$ cat src/rtl/ext_irq_ctrl.sv
module ext_irq_ctrl #(
  parameter int NLINES = 23
) (
  input  logic              clk,
  input  logic              rst_n,
  input  logic [NLINES-1:0] line_i,
  input  logic              wr_en,
  input  logic [2:0]        addr,
  input  logic [31:0]       wdata,
  output logic [31:0]       rdata,
  output logic              irq_o,
  output logic              wake_o
);
  localparam logic [2:0] A_IEN  = 3'd0;
  localparam logic [2:0] A_EEN  = 3'd1;
  localparam logic [2:0] A_RISE = 3'd2;
  localparam logic [2:0] A_FALL = 3'd3;
  localparam logic [2:0] A_SWT  = 3'd4;
  localparam logic [2:0] A_PEND = 3'd5;

  logic [NLINES-1:0] ien, een, rsel, fsel, pend;
  logic [NLINES-1:0] sy1, sy2, sy3;
  logic [NLINES-1:0] wd, hit, sw_set, clr;
  logic              unused_wbits;

  assign wd           = wdata[NLINES-1:0];
  assign unused_wbits = ^wdata;

  always_ff @(posedge clk or negedge rst_n) begin
    if (!rst_n) begin
      sy1 <= '0;
      sy2 <= '0;
      sy3 <= '0;
    end else begin
      sy1 <= line_i;
      sy2 <= sy1;
      sy3 <= sy2;
    end
  end

  assign hit    = (rsel & sy2 & ~sy3) | (fsel & ~sy2 & sy3);
  assign sw_set = (wr_en && addr == A_SWT)  ? wd : '0;
  assign clr    = (wr_en && addr == A_PEND) ? wd : '0;

  always_ff @(posedge clk or negedge rst_n) begin
    if (!rst_n) begin
      ien  <= '0;
      een  <= '0;
      rsel <= '0;
      fsel <= '0;
    end else if (wr_en) begin
      case (addr)
        A_IEN:   ien  <= wd;
        A_EEN:   een  <= wd;
        A_RISE:  rsel <= wd;
        A_FALL:  fsel <= wd;
        default: ;
      endcase
    end
  end

  always_ff @(posedge clk or negedge rst_n) begin
    if (!rst_n) begin
      pend   <= '0;
      wake_o <= 1'b0;
    end else begin
      pend   <= (pend & ~clr) | hit | sw_set;
      wake_o <= |(hit & een);
    end
  end

  assign irq_o = |(pend & ien);

  always_comb begin
    case (addr)
      A_IEN:   rdata = 32'(ien);
      A_EEN:   rdata = 32'(een);
      A_RISE:  rdata = 32'(rsel);
      A_FALL:  rdata = 32'(fsel);
      A_PEND:  rdata = 32'(pend);
      default: rdata = 32'd0;
    endcase
  end


  pend_hold_chk: assert property (@(posedge clk) disable iff (!rst_n)
    !(wr_en && addr == A_PEND) |=> ((pend & $past(pend)) == $past(pend)));


  edge_sets_chk: assert property (@(posedge clk) disable iff (!rst_n)
    (hit != '0) |=> ((pend & $past(hit)) == $past(hit)));


  wake_pend_chk: assert property (@(posedge clk) disable iff (!rst_n)
    wake_o |-> (pend != '0));


  rdata_hi_zero_chk: assert property (@(posedge clk) disable iff (!rst_n)
    (64'(rdata) >> NLINES) == 64'd0);
endmodule

$ cat config.mk
export PLATFORM = sky130hd
export DESIGN_NAME = ext_irq_ctrl
export DESIGN_NICKNAME = d
export VERILOG_FILES = /design/src/rtl/ext_irq_ctrl.sv
export SDC_FILE = /design/constraint.sdc
export NUM_CORES = 1
export LEC_CHECK = 0
export ABC_AREA = 1
export CORE_MARGIN = 1.5
export CORE_UTILIZATION = 50
export DETAILED_ROUTE_END_ITERATION = 10
export PLACE_DENSITY = 0.74
export SLEW_MARGIN = 5
export SYNTH_ARGS = -nofsm -noshare
export SYNTH_HDL_FRONTEND = slang
export SYNTH_SLANG_ARGS = --single-unit
$ cat constraint.sdc
create_clock -name clk -period 1.58 [get_ports clk]
set_input_delay 0.474 -clock clk [delete_from_list [all_inputs] [get_ports clk]]
set_output_delay 0.474 -clock clk [all_outputs]
set_load 0.005 [all_outputs]
==> flow_summary.toml <==
[outcome]
status = "complete, but fails checks"
violations = "setup timing"

[clock_tree]
htree_levels = 4
clockBufferDepth = 2
cts_tree = "built"
cts_sinks = 185
clkTransAtPathRegs_ns = 0.07
insertion_delay_ns = 0.44
numCtsBuffers = 17
cts-root-buf = "clkbuf_16"

[route]
via_per_inst = 5.383
first_pass_iters = 5
wl_mm = 22.73
vias = 7089
drc = 0
drt_iter0_markers = 658
wl_per_cell_um = 17.26
ant_nets = 0

[worst_setup_path]
max_stage_delay_ns = 0.39
crit_chain = "nand2_1 -> o21ai_2 -> nor4_4 -> buf_4 -> nand2_4 -> buf_6"
critPathMaxFanout = 2
start_kind = "flop"
crit_path_start = "pend[8]$_DFF_PN0_"
slowest_stage = "dfrtp_1"
required_ns = 1.11
critPathKind = "reg -> out"
arrival_ns = 1.66
worstReg2RegStart = "rsel[14]$_DFFE_PN0P_"
end_kind = "output pin"

[sta]
drv_slew = 0
fmax_ghz = 0.4679
whs_ns = 0.03387
rsz0062_at_grt = "yes"
setup_viol = 25
finalWorstSetupSlack_ns = -0.5573
fin_tns_setup_ns = -9.329
timing.final.crit_period_ns = 2.137
min_period_over_period_pct = 135.3
finClkSkew_ns = 0.008499
hold_viol_final = 0

[final_layout]
fin_cells = 1317
multi_input_area_um2 = 3028
syn2layout_area_growth_pct = 42.51
seq_area_um2 = 4629
drive_gt1_share_pct = 31.10
fill_cells = 1019
diodes = 0
nNetsFinal = 1154
final_area_um2 = 11170

[synthesis]
synth_top_area_share_pct = 59.04
synthAdderAreaFrac_pct = 0
syn_inst = 867
synthMuxAreaShare_pct = 0
syn_area_per_cell_um2 = 9.044
synth-seq-cells = 185
synth_xor_area_share_pct = 0
synth_compound_area_share_pct = 11.84
synth_top_area_cell = "dfrtp_1"
yosys.area_share.simple_pct = 21.03
synth_top_family_by_area = "simple AND/OR/NAND/NOR gates"
synthTopCellsByArea = "dfrtp_1 (59%), nand2_1 (14%), o21ai_0 (5.4%), inv_1 (3.9%), nand3_1 (3.3%)"
synth.distinct_cells = 30
ys_warn_count = 0
yosysSeqAreaShare_pct = 59.04
syn_area_um2 = 7841

[placement]
detailed_place.area_um2 = 9859
globalplace.congestion = 0.8486
port_buffers = 76
dp.cells = 1246
hpwl_mm = 14.06

[die]
die_h_um = 128.2
dieArea_um2 = 16440
num_rows = 45
start_util_pct = 51.39
io_pins = 95
core-area_um2 = 15260
die_x_um = 128.2

[pwr]
switchingPower_mw = 3.687
pwr-share-clk_pct = 32.6
ir_worst_vdd_mv = 0.8650
p_int_mw = 8.744
pwr-share-seq_pct = 46.6
power_leakage_nw = 5.538
pwr_density_cell_nw_per_um2 = 1112
combPwrFrac_pct = 20.8
switching_share_pct = 29.66

[grt]
grt_pass1_vias = 7027
overflow = 0
grt_use_total_pct = 28.96
antenna_found_initial = 0
grt_pass1_wl_mm = 35.98
grt_max_degree = 74

[hold_path]
hp-class = "in -> async"

[job]
cap_violations = 0
## logic make-up (layout without fill, tap and decap cells)
| group | count (synthesis) | count (layout) |
|---|---|---|
| simple gates | 392 | 392 |
| other cells | 1 | 9 |
| flops | 185 | 185 |
| compound gates | 161 | 161 |
| buf+inv | 128 | 359 |
## flip-flops by register name, summed over array words and instances, names as in the netlist
name,cells
pend,23
sy2,23
rsel,23
een,23
sy3,23
fsel,23
sy1,23
ien,23
wake_o,1
## per-stage QoR
| step | worst slack, ns | power, mW | utilization (%) |
|---|---|---|---|
| global placement | -1.336 | 8.025 | 64.62 |
| detailed placement | -1.353 | 8.103 | 64.62 |
| CTS | -0.5750 | 12.28 | 71.78 |
| global route | -0.6157 | 13.00 | 73.23 |
| finish | -0.5573 | 12.43 | 73.23 |
| floorplan | -0.04499 | 6.732 | - |
## critical path: cells and delay by family, from the launching register on
| family | cells | cell delay, ns |
|---|---|---|
| AND/OR/NAND/NOR | 3 | 0.44 |
| flip-flops | 1 | 0.39 |
| buffers and inverters | 2 | 0.30 |
| AO/OA/AOI/OAI | 1 | 0.08 |
## area by class of cell
type / instances / area share, %
Timing Repair Buffer: 239 / 20.68
Inverter: 87 / 3.281
Timing Repair inverter: 1 / 0.1456
Sequential cell: 185 / 41.43
Tap cell: 211 / 2.363
Clock buffer: 20 / 4.087
Multi-Input combinational cell: 562 / 27.10
Clock inverter: 12 / 0.9181
## power by group through the flow
stage	Clock, mW	Combinational [mW]	Sequential, mW
after floorplan	0	0.982	5.75
after global routing	4.32	2.84	5.85
after CTS	4.11	2.43	5.74
after global placement	0	2.26	5.77
final	4.06	2.58	5.79
after detailed placement	0	2.31	5.79
## synthesized netlist by cell type, drive strengths merged
cell type,count
o21ai,133
nand2,300
nand4,27
o2111ai,1
a21o,2
inv,87
o211ai,4
o22ai,1
buf,35
and3,1
a21oi,9
nor3,1
nor4,1
nor2,11
conb,1
nand3,51
clkbuf,6
a22oi,11
dfrtp,185
## final timing paths
check	endpoint	slack, ns	depth (start not counted)
setup / recovery	irq_o	-0.56	6
hold / removal	sy2[9]$_DFF_PN0_	0.03	2
setup reg to reg	wake_o$_DFF_PN0_	0.02	9
min in group clk	sy2[19]$_DFF_PN0_	0.34	0
hold reg to reg	sy2[19]$_DFF_PN0_	0.34	0
max in group asynchronous	ien[22]$_DFFE_PN0P_	1.18	2
## cell usage in the layout, fill, tap and decap left out, types with 9 or more instances in the layout
cell,Yosys,routed
clkbuf_16,0,17
conb_1,1,9
nand2_2,3,35
nand2_1,294,248
o21ai_2,20,28
o21ai_1,28,28
a22oi_2,0,11
buf_2,12,22
buf_6,10,38
clkdlybuf4s50_1,0,47
nand4_1,27,27
buf_12,0,22
buf_4,13,103
nand3_1,51,45
o21ai_0,85,76
inv_1,82,80
nand2_4,3,17
dfrtp_1,185,185
## layer usage
layer | vias up | share of wire, % | track usage [%]
li1 | 3258 | - | -
met1 | 3415 | 40 | 37.52
met2 | 348 | 49 | 47.38
met3 | 68 | 7.4 | 6.093
met4 | 0 | 3.3 | 12.49
met5 | - | 0 | 0
## what timing repair did
item,CTS,global route
buffers inserted,33,9
resized for setup,225,53
setup endpoints to repair,140,26
pin swaps,37,31
hold buffers,0,0
gates cloned,2,0
Note: power is estimated with default switching activity, not from simulation.
